==> config.mk <==
export PLATFORM = sky130hd
export DESIGN_NAME = alu8_status
export DESIGN_NICKNAME = d
export VERILOG_FILES = /design/src/rtl/alu_pkg.sv /design/src/rtl/alu_addsub.sv /design/src/rtl/alu_logic.sv /design/src/rtl/alu_shift.sv /design/src/rtl/alu8_status.sv
export SDC_FILE = /design/constraint.sdc
export NUM_CORES = 1
export LEC_CHECK = 0
export ABC_AREA = 1
export BUFFER_PORTS_ARGS = -buffer_cell sky130_fd_sc_hd__buf_2
export CAP_MARGIN = 40
export CORE_UTILIZATION = 40
export CTS_BUF_LIST = sky130_fd_sc_hd__clkbuf_8 sky130_fd_sc_hd__clkbuf_16
export CTS_CLUSTER_SIZE = 20
export DETAILED_ROUTE_END_ITERATION = 8
export SYNTH_ARGS = -nofsm -noshare
export SYNTH_HDL_FRONTEND = slang
export SYNTH_SLANG_ARGS = --single-unit
export TNS_END_PERCENT = 100
==> constraint.sdc <==
create_clock -name clk -period 13.21 [get_ports clk]
set_input_delay 2.642 -clock clk [delete_from_list [all_inputs] [get_ports clk]]
set_output_delay 2.642 -clock clk [all_outputs]
set_load 0.01 [all_outputs]
==> src/rtl/alu_pkg.sv <==
package alu_pkg;

    localparam int DW  = 8;
    localparam int WW  = 2 * DW;
    localparam int NIB = DW / 2;

    typedef enum logic [4:0] {
        OP_ADD  = 5'd0,
        OP_ADC  = 5'd1,
        OP_SUB  = 5'd2,
        OP_SBC  = 5'd3,
        OP_AND  = 5'd4,
        OP_OR   = 5'd5,
        OP_XOR  = 5'd6,
        OP_COM  = 5'd7,
        OP_NEG  = 5'd8,
        OP_INC  = 5'd9,
        OP_DEC  = 5'd10,
        OP_LSL  = 5'd11,
        OP_LSR  = 5'd12,
        OP_ROL  = 5'd13,
        OP_ROR  = 5'd14,
        OP_ASR  = 5'd15,
        OP_SWAP = 5'd16,
        OP_WADD = 5'd17,
        OP_WSUB = 5'd18
    } op_e;

    // packed so that field order equals bit order 7..0
    typedef struct packed {
        logic i;
        logic t;
        logic h;
        logic s;
        logic v;
        logic n;
        logic z;
        logic c;
    } sreg_t;

    localparam sreg_t WE_NONE   = sreg_t'(8'h00);
    localparam sreg_t WE_ARITH  = sreg_t'(8'h3F); // H S V N Z C
    localparam sreg_t WE_LOGIC  = sreg_t'(8'h1E); // S V N Z
    localparam sreg_t WE_SHIFT  = sreg_t'(8'h1F); // S V N Z C
    localparam sreg_t WE_STEP   = sreg_t'(8'h1E); // S V N Z
    localparam sreg_t WE_WORD   = sreg_t'(8'h1F); // S V N Z C

    typedef struct packed {
        logic [DW-1:0] hi;
        logic [DW-1:0] lo;
        sreg_t         flg;
        sreg_t         we;
    } alu_out_t;

    // builds a flag set with S tied to N xor V
    function automatic sreg_t mk_flags(input logic n, input logic v,
                                       input logic z, input logic c,
                                       input logic h);
        sreg_t f;
        f   = '0;
        f.n = n;
        f.v = v;
        f.z = z;
        f.c = c;
        f.h = h;
        f.s = n ^ v;
        return f;
    endfunction

    function automatic sreg_t merge_flags(input sreg_t cur, input sreg_t nxt,
                                          input sreg_t we);
        return (cur & ~we) | (nxt & we);
    endfunction

endpackage

==> src/rtl/alu_addsub.sv <==
module alu_addsub #(
    parameter int W  = 8,
    parameter int HB = 4
) (
    input  logic [W-1:0] a,
    input  logic [W-1:0] b,
    input  logic         cin,
    input  logic         sub,
    output logic [W-1:0] r,
    output logic         co,
    output logic         hc,
    output logic         ov
);
    logic [W:0]   cy;
    logic [W-1:0] bx;

    // subtraction as a + ~b + ~borrow_in
    assign bx    = sub ? ~b : b;
    assign cy[0] = sub ? ~cin : cin;

    generate
        for (genvar k = 0; k < W; k++) begin : g_bit
            assign r[k]    = a[k] ^ bx[k] ^ cy[k];
            assign cy[k+1] = (a[k] & bx[k]) | (cy[k] & (a[k] ^ bx[k]));
        end
    endgenerate

    // carries invert to borrows when subtracting
    assign co = sub ? ~cy[W]  : cy[W];
    assign hc = sub ? ~cy[HB] : cy[HB];
    assign ov = cy[W] ^ cy[W-1];
endmodule

==> src/rtl/alu_logic.sv <==
module alu_logic
    import alu_pkg::*;
#(
    parameter int W = 8
) (
    input  op_e          op,
    input  logic [W-1:0] a,
    input  logic [W-1:0] b,
    output logic [W-1:0] r
);
    localparam int HW = W / 2;

    always_comb begin
        case (op)
            OP_AND:  r = a & b;
            OP_OR:   r = a | b;
            OP_XOR:  r = a ^ b;
            OP_COM:  r = ~a;
            OP_SWAP: r = {a[HW-1:0], a[W-1:HW]};
            default: r = '0;
        endcase
    end
endmodule

==> src/rtl/alu_shift.sv <==
module alu_shift
    import alu_pkg::*;
#(
    parameter int W = 8
) (
    input  op_e          op,
    input  logic [W-1:0] a,
    input  logic         cin,
    output logic [W-1:0] r,
    output logic         co
);
    always_comb begin
        r  = '0;
        co = 1'b0;
        case (op)
            OP_LSL: begin r = {a[W-2:0], 1'b0};   co = a[W-1]; end
            OP_LSR: begin r = {1'b0, a[W-1:1]};   co = a[0];   end
            OP_ASR: begin r = {a[W-1], a[W-1:1]}; co = a[0];   end
            OP_ROL: begin r = {a[W-2:0], cin};    co = a[W-1]; end
            OP_ROR: begin r = {cin, a[W-1:1]};    co = a[0];   end
            default: begin r = '0; co = 1'b0; end
        endcase
    end
endmodule

==> src/rtl/alu8_status.sv <==
module alu8_status
    import alu_pkg::*;
#(
    parameter int IMM_W = 6
) (
    input  logic        clk,
    input  logic        rst,
    input  logic        op_valid,
    input  logic [4:0]  op_code,
    input  logic [7:0]  opnd_a,
    input  logic [7:0]  opnd_b,
    input  logic [7:0]  pair_hi,
    output logic [7:0]  result,
    output logic [7:0]  result_hi,
    output logic [7:0]  flag_wr,
    output logic [7:0]  status_next,
    output logic [7:0]  status
);
    op_e      op;
    sreg_t    st_q;
    sreg_t    st_d;
    alu_out_t o;

    assign op = op_e'(op_code);

    // byte adder/subtractor shared by add, sub, neg, inc, dec
    logic [DW-1:0] as_a, as_b, as_r;
    logic          as_cin, as_sub, as_co, as_hc, as_ov;

    always_comb begin
        as_a   = opnd_a;
        as_b   = opnd_b;
        as_cin = 1'b0;
        as_sub = 1'b0;
        case (op)
            OP_ADC: as_cin = st_q.c;
            OP_SUB: as_sub = 1'b1;
            OP_SBC: begin as_sub = 1'b1; as_cin = st_q.c; end
            OP_NEG: begin as_sub = 1'b1; as_a = '0; as_b = opnd_a; end
            OP_INC: as_b = DW'(1);
            OP_DEC: begin as_sub = 1'b1; as_b = DW'(1); end
            default: ;
        endcase
    end

    alu_addsub #(.W(DW), .HB(NIB)) u_byte (
        .a(as_a), .b(as_b), .cin(as_cin), .sub(as_sub),
        .r(as_r), .co(as_co), .hc(as_hc), .ov(as_ov)
    );

    logic [DW-1:0] lg_r;
    alu_logic #(.W(DW)) u_logic (.op(op), .a(opnd_a), .b(opnd_b), .r(lg_r));

    logic [DW-1:0] sh_r;
    logic          sh_co;
    alu_shift #(.W(DW)) u_shift (.op(op), .a(opnd_a), .cin(st_q.c),
                                 .r(sh_r), .co(sh_co));

    // word path on the register pair
    logic [WW-1:0] w_pair, w_imm, w_r;
    logic          w_co, w_hc, w_ov;

    assign w_pair = {pair_hi, opnd_a};
    assign w_imm  = WW'(opnd_b[IMM_W-1:0]);

    alu_addsub #(.W(WW), .HB(NIB)) u_word (
        .a(w_pair), .b(w_imm), .cin(1'b0), .sub(op == OP_WSUB),
        .r(w_r), .co(w_co), .hc(w_hc), .ov(w_ov)
    );

    always_comb begin
        o.hi  = '0;
        o.lo  = '0;
        o.flg = '0;
        o.we  = WE_NONE;
        case (op)
            OP_ADD, OP_ADC, OP_SUB, OP_NEG: begin
                o.lo  = as_r;
                o.flg = mk_flags(as_r[DW-1], as_ov, as_r == '0, as_co, as_hc);
                o.we  = WE_ARITH;
            end
            OP_SBC: begin
                o.lo  = as_r;
                o.flg = mk_flags(as_r[DW-1], as_ov, (as_r == '0) & st_q.z,
                                 as_co, as_hc);
                o.we  = WE_ARITH;
            end
            OP_INC, OP_DEC: begin
                o.lo  = as_r;
                o.flg = mk_flags(as_r[DW-1], as_ov, as_r == '0, 1'b0, 1'b0);
                o.we  = WE_STEP;
            end
            OP_AND, OP_OR, OP_XOR: begin
                o.lo  = lg_r;
                o.flg = mk_flags(lg_r[DW-1], 1'b0, lg_r == '0, 1'b0, 1'b0);
                o.we  = WE_LOGIC;
            end
            OP_COM: begin
                o.lo  = lg_r;
                o.flg = mk_flags(lg_r[DW-1], 1'b0, lg_r == '0, 1'b1, 1'b0);
                o.we  = WE_SHIFT;
            end
            OP_SWAP: begin
                o.lo = lg_r;
            end
            OP_LSL, OP_LSR, OP_ASR, OP_ROL, OP_ROR: begin
                o.lo  = sh_r;
                o.flg = mk_flags(sh_r[DW-1], sh_r[DW-1] ^ sh_co, sh_r == '0,
                                 sh_co, 1'b0);
                o.we  = WE_SHIFT;
            end
            OP_WADD, OP_WSUB: begin
                o.hi  = w_r[WW-1:DW];
                o.lo  = w_r[DW-1:0];
                o.flg = mk_flags(w_r[WW-1], w_ov, w_r == '0, w_co, w_hc);
                o.we  = WE_WORD;
            end
            default: ;
        endcase
    end

    assign st_d = merge_flags(st_q, o.flg, o.we);

    always_ff @(posedge clk) begin
        if (rst)
            st_q <= '0;
        else if (op_valid)
            st_q <= st_d;
    end

    assign result      = o.lo;
    assign result_hi   = o.hi;
    assign flag_wr     = o.we;
    assign status_next = st_d;
    assign status      = st_q;
endmodule

==> results_dict.tcl, run 1 <==
set metrics [dict create \
    status "finished, final reports clean" \
    synth_compound_area_share_pct 9.64 \
    cpMaxStageDelayCell "fa_1" \
    antenna_left 0 \
    muxShareOfSynthArea_pct 0 \
    clkTransAtPathRegs_ns 0.04 \
    avgSynthCellArea_um2 6.30 \
    area_growth_pct 16.5 \
    cts_tree "yes" \
    vias_per_cell 5.12 \
    multi_input_area_um2 2160 \
    fmax_mhz 78.6 \
    clock-sinks 6 \
    leakage_nw 1.75 \
    cpMostUsedCell "fa_1" \
    grtUsageTotal_pct 24.5 \
    antenna_found_initial 0 \
    synth-simple-area-share_pct 37.6 \
    grt_pass1_vias 2705 \
    slew_viol_final 0 \
    syn_area_um2 2650 \
    gr-total-overflow 0 \
    routed_wl_um 8120 \
    worstPathRequired_ns 10.57 \
    async_flop_share_pct 0 \
    place_congestion 0.945 \
    max-slew-margin-rel_pct 46.0 \
    io_pins 72 \
    drc_errors 0 \
    core_area_um2 6390 \
    synth_enable_flop_cells 0 \
    drt_iter0_drc 181 \
    synth_common_cells "nand2_1 (90), inv_1 (69), nor2_1 (53)" \
    arrival_ns 10.09 \
    cts_root_buffer "clkbuf_8" \
    grt_first_pass_wirelength_um 13600 \
    worst_slew_pin_slew_ns 0.803 \
    fin_crit_ns 12.73 \
    fillers 731 \
    utilization_pct 48.3 \
    die_w_um 83.4 \
    fin_area_um2 3090 \
    die_h_um 83.4 \
    drive_gt1_share_pct 21.9 \
    finish.net_count 558 \
    placementRows 29 \
    synthTopCellsByArea "fa_1 (19%), nand2_1 (13%), inv_1 (9.8%)" \
    synth_top_cell_area_share_pct 18.9 \
    vdd_drop_max_mv 0.0726 \
    final_cells 560 \
    io_buffers 65 \
    cpPeakStageDelay_ns 0.53 \
    die-area_um2 6950 \
    wl_per_cell_um 14.5 \
    cap_violations 0 \
    yosysSeqAreaShare_pct 4.54 \
    setup_viol 0 \
    path_max_fanout 6 \
    synth_xor_area_share_pct 5.95 \
    ys_types 39 \
    clockBufferDepth 2 \
    placed_area_um2 3000 \
    fin_skew_ns 0.000131 \
    synth_area_leader_cell "fa_1" \
    hold_violations 0 \
    synth_ff_type "dfxtp_1" \
    h-tree-depth 1 \
    cts_made_buffers 3 \
    synthAdderAreaFrac_pct 26.5 \
    setup_tns_ns 0 \
    dp_hpwl_um 6680 \
    yosysMostFrequentCell "nand2_1" \
    ctsHoldBuffers 0 \
    vias 2866 \
    ff_latch_area_um2 120 \
    finalCritPeriodShare_pct 96.4 \
    insertion_delay_ns 0.23 \
    ys.warnings.count 0 \
    hold_path.class "flip-flop to flip-flop" \
    first_pass_iters 5 \
    end_kind "output pin" \
    largest_reg_flops 6 \
    ys_seq_elements 6 \
    start_kind "primary input" \
    diodes 0 \
    worstSetupPathType "primary input to output pin" \
    grt_max_degree 20 \
    placedCellCount 554 \
    p_per_area_nw_per_um2 52.5 \
    postSynthCellCount 420 \
    synth_top_family_by_area "simple AND/OR/NAND/NOR gates" \
    start_util_pct 41.5 \
]
where the power goes:
part / switching (W) / internal (W)
Clock: 0.00000844 / 0.0000196
Sequential: 0.00000132 / 0.0000198
Combinational: 0.0000701 / 0.0000429
Total: 0.0000799 / 0.0000823
kinds of logic after synthesis:
logic type                 after synthesis
and+or+nand+nor                        215
buffers and inverters                   95
xor gates and xnor gates                18
DFF                                      6
other                                    1
adders and majority gates               41
AOI/OAI and AO/OA                       44
routing by layer:
| metal | up-vias | wire length (µm) | track usage (%) |
|---|---|---|---|
| li1 | 1437 | - | - |
| met1 | 1308 | 3780 | 36.0 |
| met2 | 113 | 3770 | 40.2 |
| met3 | 8 | 502 | 0.994 |
| met4 | 0 | 63 | 5.02 |
| met5 | - | 0 | 0 |
metrics by stage:
step	hold slack (ns)	worst slack, ns	total power, W
global route	0.586	-0.00880	0.000179
global placement	0.528	0.381	0.000133
finish	0.530	0.479	0.000162
floorplan	0.551	0.678	0.0000967
detailed placement	0.526	0.187	0.000132
CTS	0.531	0.172	0.000161
final cells by class:
| class | instances | area share [%] |
|---|---|---|
| clock buffers | 3 | 1.34 |
| inverters | 78 | 9.49 |
| multi-input cells | 324 | 69.9 |
| flip-flops and latches | 6 | 3.89 |
| well taps | 77 | 3.12 |
| repair buffers | 72 | 12.2 |
timing repair:
action | in CTS | in global routing
setup endpoints to repair | 0 | 1
gates resized for setup | 0 | 6
buffers inserted | 0 | 3
cell usage in the layout (no fill, tap or decap), types with 2 or more instances in the layout:
master,netlist,final
o21ai_1,5,5
nand2_2,4,5
fa_1,25,23
inv_2,9,9
dfxtp_1,6,6
o22ai_1,9,9
nand2_1,90,89
a21oi_1,12,12
conb_1,1,6
fa_2,0,2
nand3_1,30,30
nor3_1,5,5
inv_1,69,69
buf_4,11,7
ha_1,16,16
xnor2_1,6,6
xor2_1,12,11
nor2_2,4,2
nor2_4,3,5
clkbuf_8,0,3
nand4_1,14,14
buf_2,1,65
nor2_1,53,53
nand3_2,2,2
nand3b_1,3,3
o21ai_0,13,13
worst max-delay path: cells and delay by family:
family | cells | cell delay [ns]
adder cells (fa/ha/maj) | 15 | 5.50
buffers and inverters | 8 | 0.65
AND/OR/NAND/NOR | 13 | 1.18
AO/OA/AOI/OAI | 1 | 0.11
path summary, 6_finish.rpt:
check	from	endpoint	slack, ns	cells after the start
worst min-delay path	status[1]$_SDFFE_PP0P_	status[1]$_SDFFE_PP0P_	0.53	2
worst max-delay path	op_code[2]	status_next[1]	0.48	37
worst max register to register	status[0]$_SDFFE_PP0P_	status[1]$_SDFFE_PP0P_	8.01	21
worst min register to register	status[1]$_SDFFE_PP0P_	status[1]$_SDFFE_PP0P_	0.53	2
(Power assumes the default switching activity.)
==> run 2, diff against run 1 <==
Settings changed: SYNTH_HIERARCHICAL from default to 1.
==> results_dict.tcl, run 2 <==
set metrics [dict create \
    place_congestion 0.927 \
    leakage_nw 2.56 \
    hold_ws_ns 0.550 \
    cts_root_buffer "clkbuf_8" \
    grt_first_pass_wirelength_um 17700 \
    clockBufferDepth 2 \
    h-tree-depth 1 \
    drive_gt1_share_pct 20.2 \
    setup_slack_ns 0.386 \
    path_max_fanout 3 \
    start_util_pct 41.5 \
    dp_hpwl_um 8740 \
    fin_skew_ns 0.000717 \
    slew_viol_final 0 \
    utilization_pct 49.3 \
    grtUsageTotal_pct 25.5 \
    start_kind "primary input" \
    worstSetupPathType "primary input to output pin" \
    rr_endpoint "status[4]$_SDFFE_PP0P_" \
    grt_pass1_vias 3661 \
    max-slew-margin-rel_pct 57.6 \
    setup_viol 0 \
    hold_violations 0 \
    final_cells 838 \
    vias_per_cell 4.64 \
    grt_max_degree 18 \
    io_buffers 65 \
    final_cell_mix "nand2_1 (201), inv_1 (144), nor2_1 (86)" \
    avgSynthCellArea_um2 5.35 \
    vdd_drop_max_mv 0.0246 \
    fin_crit_ns 12.82 \
    ctsHoldBuffers 0 \
    arrival_ns 10.18 \
    routed_wl_um 10700 \
    clock-sinks 6 \
    finalCritPeriodShare_pct 97.1 \
    reg2reg_slack_ns 8.10 \
    final_common_cell "nand2_1" \
    insertion_delay_ns 0.22 \
    io_pins 72 \
    status "finished, final reports clean" \
    critPathLaunch "op_code[3]" \
    first_pass_iters 5 \
    cpPeakStageDelay_ns 0.53 \
    cpMostUsedCell "fa_2" \
    dpl_worst_slack_ns -0.274 \
    placedCellCount 835 \
    antenna_found_initial 0 \
    cts_made_buffers 3 \
    hold_path.class "flip-flop to flip-flop" \
    gr-total-overflow 0 \
    die_w_um 94.4 \
    antenna_left 0 \
    largest_reg_flops 6 \
    die_h_um 94.4 \
    critPathCapture "status_next[1]" \
    timing.rr.start "status[0]$_SDFFE_PP0P_" \
    wl_per_cell_um 12.8 \
    die-area_um2 8900 \
    placementRows 33 \
    postSynthCellCount 638 \
    ys.warnings.count 6 \
    vias 3885 \
    p_per_area_nw_per_um2 49.1 \
    cpMaxStageDelayCell "fa_2" \
    cap_violations 0 \
    setup_tns_ns 0 \
    drt_iter0_drc 225 \
    diodes 0 \
    drc_errors 0 \
    clkTransAtPathRegs_ns 0.04 \
    worst_slew_pin_slew_ns 0.634 \
    fmax_mhz 78.0 \
    cts_tree "yes" \
    core_area_um2 8220 \
    syn_area_um2 3410 \
    end_kind "output pin" \
    worstPathRequired_ns 10.57 \
    rr_worst_depth 22 \
    area_growth_pct 18.7 \
    finish.net_count 807 \
]
==> run 2: cell count changes in the layout (fill, tap and decap cells not counted), sizes merged, moves of 13 or more <==
cell / before / now
buf: 72 / 85
conb: 6 / 28
inv: 78 / 158
nand2: 95 / 212
nand3: 33 / 52
nor2: 60 / 100
==> run 2: final cells by class <==
class | instances | area (µm²)
fill | 939 | 4170
multi-input combinational | 480 | 2690
inverter | 159 | 597
timing repair buffer | 85 | 475
tap | 105 | 131
sequential | 6 | 120
clock buffer | 3 | 41.3
==> run 2: worst min-delay path by stage <==
stage / slack, ns / end / cells after the start / start
global route: 0.59 / status[5]$_SDFFE_PP0P_ / 2 / status[5]$_SDFFE_PP0P_
global placement: 0.52 / status[5]$_SDFFE_PP0P_ / 2 / status[5]$_SDFFE_PP0P_
CTS: 0.55 / status[5]$_SDFFE_PP0P_ / 2 / status[5]$_SDFFE_PP0P_
detailed placement: 0.55 / status[5]$_SDFFE_PP0P_ / 2 / status[5]$_SDFFE_PP0P_
floorplan: 0.55 / status[5]$_SDFFE_PP0P_ / 2 / status[5]$_SDFFE_PP0P_
finish: 0.55 / status[5]$_SDFFE_PP0P_ / 2 / status[5]$_SDFFE_PP0P_
==> run 2: repair_timing <==
item,4_1_cts,5_1_grt
resized for setup,5,8
endpoints found under the setup margin,6,6
cloned,0,0
pin swaps,0,3
buffers inserted,0,0
==> run 2: critical path, delay by kind of cell <==
| family | cells | cell delay [ns] |
|---|---|---|
| adder cells (fa/ha/maj) | 16 | 5.89 |
| AND/OR/NAND/NOR | 11 | 1.07 |
| buffers and inverters | 7 | 0.57 |
==> run 2: metrics by stage <==
step,power [W],area [µm²]
finish,0.000199,4050
global route,0.000224,4050
CTS,0.000198,4030
detailed placement,0.000168,3980
global placement,0.000166,3970
floorplan,0.000121,3530
==> run 2: power by group <==
group,switching [W],internal (W)
logic,0.0000951,0.0000547
registers,0.00000151,0.0000198
clock network,0.00000823,0.0000196
==> run 2: metal layers <==
metal	vias up	routed length (µm)	track usage, %
li1	2028	-	-
met1	1730	4940	34.7
met2	123	5160	46.1
met3	4	545	1.05
met4	0	49	1.92
met5	-	0	0
==> run 3, diff against run 2 <==
Settings changed: CORE_UTILIZATION 40 to 57, PLACE_DENSITY from default to 0.83.
Clock period 13.21 ns to 14 ns, I/O delays scaled along.
==> results_dict.tcl, run 3 (same netlist as run 2, synthesis figures left out) <==
set metrics [dict create \
    first_pass_iters 5 \
    io_pins 72 \
    status "finished, final reports clean" \
    final_cells 795 \
    start_kind "primary input" \
    drt_iter0_drc 480 \
    finish.net_count 797 \
    gr-total-overflow 0 \
    worst_slew_pin_slew_ns 0.741 \
    cpPeakStageDelay_ns 0.55 \
    hold_path.class "flip-flop to flip-flop" \
    max-slew-margin-rel_pct 50.4 \
    insertion_delay_ns 0.23 \
    worstSetupPathType "primary input to output pin" \
    fmax_mhz 73.7 \
    grt_max_degree 19 \
    arrival_ns 10.77 \
    fin_skew_ns 0.00849 \
    setup_viol 0 \
    dp_hpwl_um 8150 \
    rsz0062_at_grt "no" \
    drive_gt1_share_pct 18.3 \
    path_max_fanout 3 \
    post_cts_resized 0 \
    fillers 553 \
    vias 4002 \
    grt_first_pass_wirelength_um 16300 \
    placementRows 27 \
    p_per_area_nw_per_um2 47.1 \
    end_kind "output pin" \
    slew_viol_final 0 \
    multi_input_area_um2 2670 \
    clock-sinks 6 \
    die_w_um 79.4 \
    hold_violations 0 \
    power_w 0.000185 \
    core_area_um2 5640 \
    finalCritPeriodShare_pct 96.9 \
    die_h_um 79.4 \
    rr_worst_depth 22 \
    setup_tns_ns 0 \
    cts_made_buffers 3 \
    antenna_left 0 \
    cap_violations 0 \
    placed_area_um2 3850 \
    start_util_pct 60.5 \
    cts_tree "yes" \
    io_buffers 65 \
    worstPathRequired_ns 11.20 \
    fin_area_um2 3920 \
    h-tree-depth 1 \
    utilization_pct 69.5 \
    vdd_drop_max_mv 0.0455 \
    die-area_um2 6300 \
    final_common_cell "nand2_1" \
    largest_reg_flops 6 \
    placedCellCount 792 \
    grt_pass1_vias 3600 \
    min_path_cells 2 \
    ff_latch_area_um2 120 \
    grtUsageTotal_pct 33.1 \
    cts_root_buffer "clkbuf_8" \
    cpMostUsedCell "fa_2" \
    cpMaxStageDelayCell "fa_2" \
    diodes 0 \
    cts_setup_buffers 0 \
    fin_crit_ns 13.57 \
    drc_errors 0 \
    vias_per_cell 5.03 \
    clockBufferDepth 2 \
    routed_wl_um 9910 \
    final_cell_mix "nand2_1 (201), inv_1 (144), nor2_1 (87)" \
    ctsHoldBuffers 0 \
    antenna_found_initial 0 \
    wl_per_cell_um 12.5 \
    place_congestion 1.00 \
    area_growth_pct 14.9 \
    leakage_nw 2.51 \
    clkTransAtPathRegs_ns 0.03 \
]
run 3: cell types whose count changed in the layout (fill, tap and decap cells not counted):
cell / delta
fa_2: -5
fa_1: +5
nor2_1: +1
buf_4: -10
nor2_2: -1
run 3: path summary, 6_finish.rpt:
path	start	to	slack [ns]
max	op_code[3]	status_next[1]	0.43
min	status[5]$_SDFFE_PP0P_	status[5]$_SDFFE_PP0P_	0.54
max reg2reg	status[0]$_SDFFE_PP0P_	status[4]$_SDFFE_PP0P_	8.90
min reg2reg	status[5]$_SDFFE_PP0P_	status[5]$_SDFFE_PP0P_	0.54
run 3: layout make-up:
| type | count | share of cell area [%] |
|---|---|---|
| clock buffer | 3 | 1.05 |
| sequential | 6 | 3.07 |
| timing repair buffer | 75 | 10.2 |
| inverter | 159 | 15.2 |
| tap | 72 | 2.30 |
| multi-input combinational | 480 | 68.1 |
run 3: where the power goes:
group	internal (W)	total [W]	switching (W)
Sequential	0.0000187	0.0000200	0.00000134
Combinational	0.0000484	0.000137	0.0000891
Clock	0.0000186	0.0000273	0.00000873
run 3: critical path, delay by kind of cell:
| kind | cells | cell delay [ns] |
|---|---|---|
| adders and majority gates | 16 | 6.29 |
| and+or+nand+nor | 11 | 1.07 |
| buffers and inverters | 7 | 0.57 |
run 3: metrics by stage:
stage | hold WS, ns | worst slack (ns)
after CTS | 0.548 | 0.0322
after detailed placement | 0.547 | 0.0588
after floorplan | 0.552 | 0.237
final | 0.543 | 0.428
after global placement | 0.530 | 0.153
after global routing | 0.572 | 0.0292
run 3: per-layer routing:
layer | vias up | GRT usage (%) | routed length, µm
met5 | - | 0 | 0
met3 | 23 | 4.91 | 841
met1 | 1790 | 43.8 | 4310
met2 | 181 | 55.5 | 4530
met4 | 0 | 9.82 | 229
li1 | 2008 | - | -
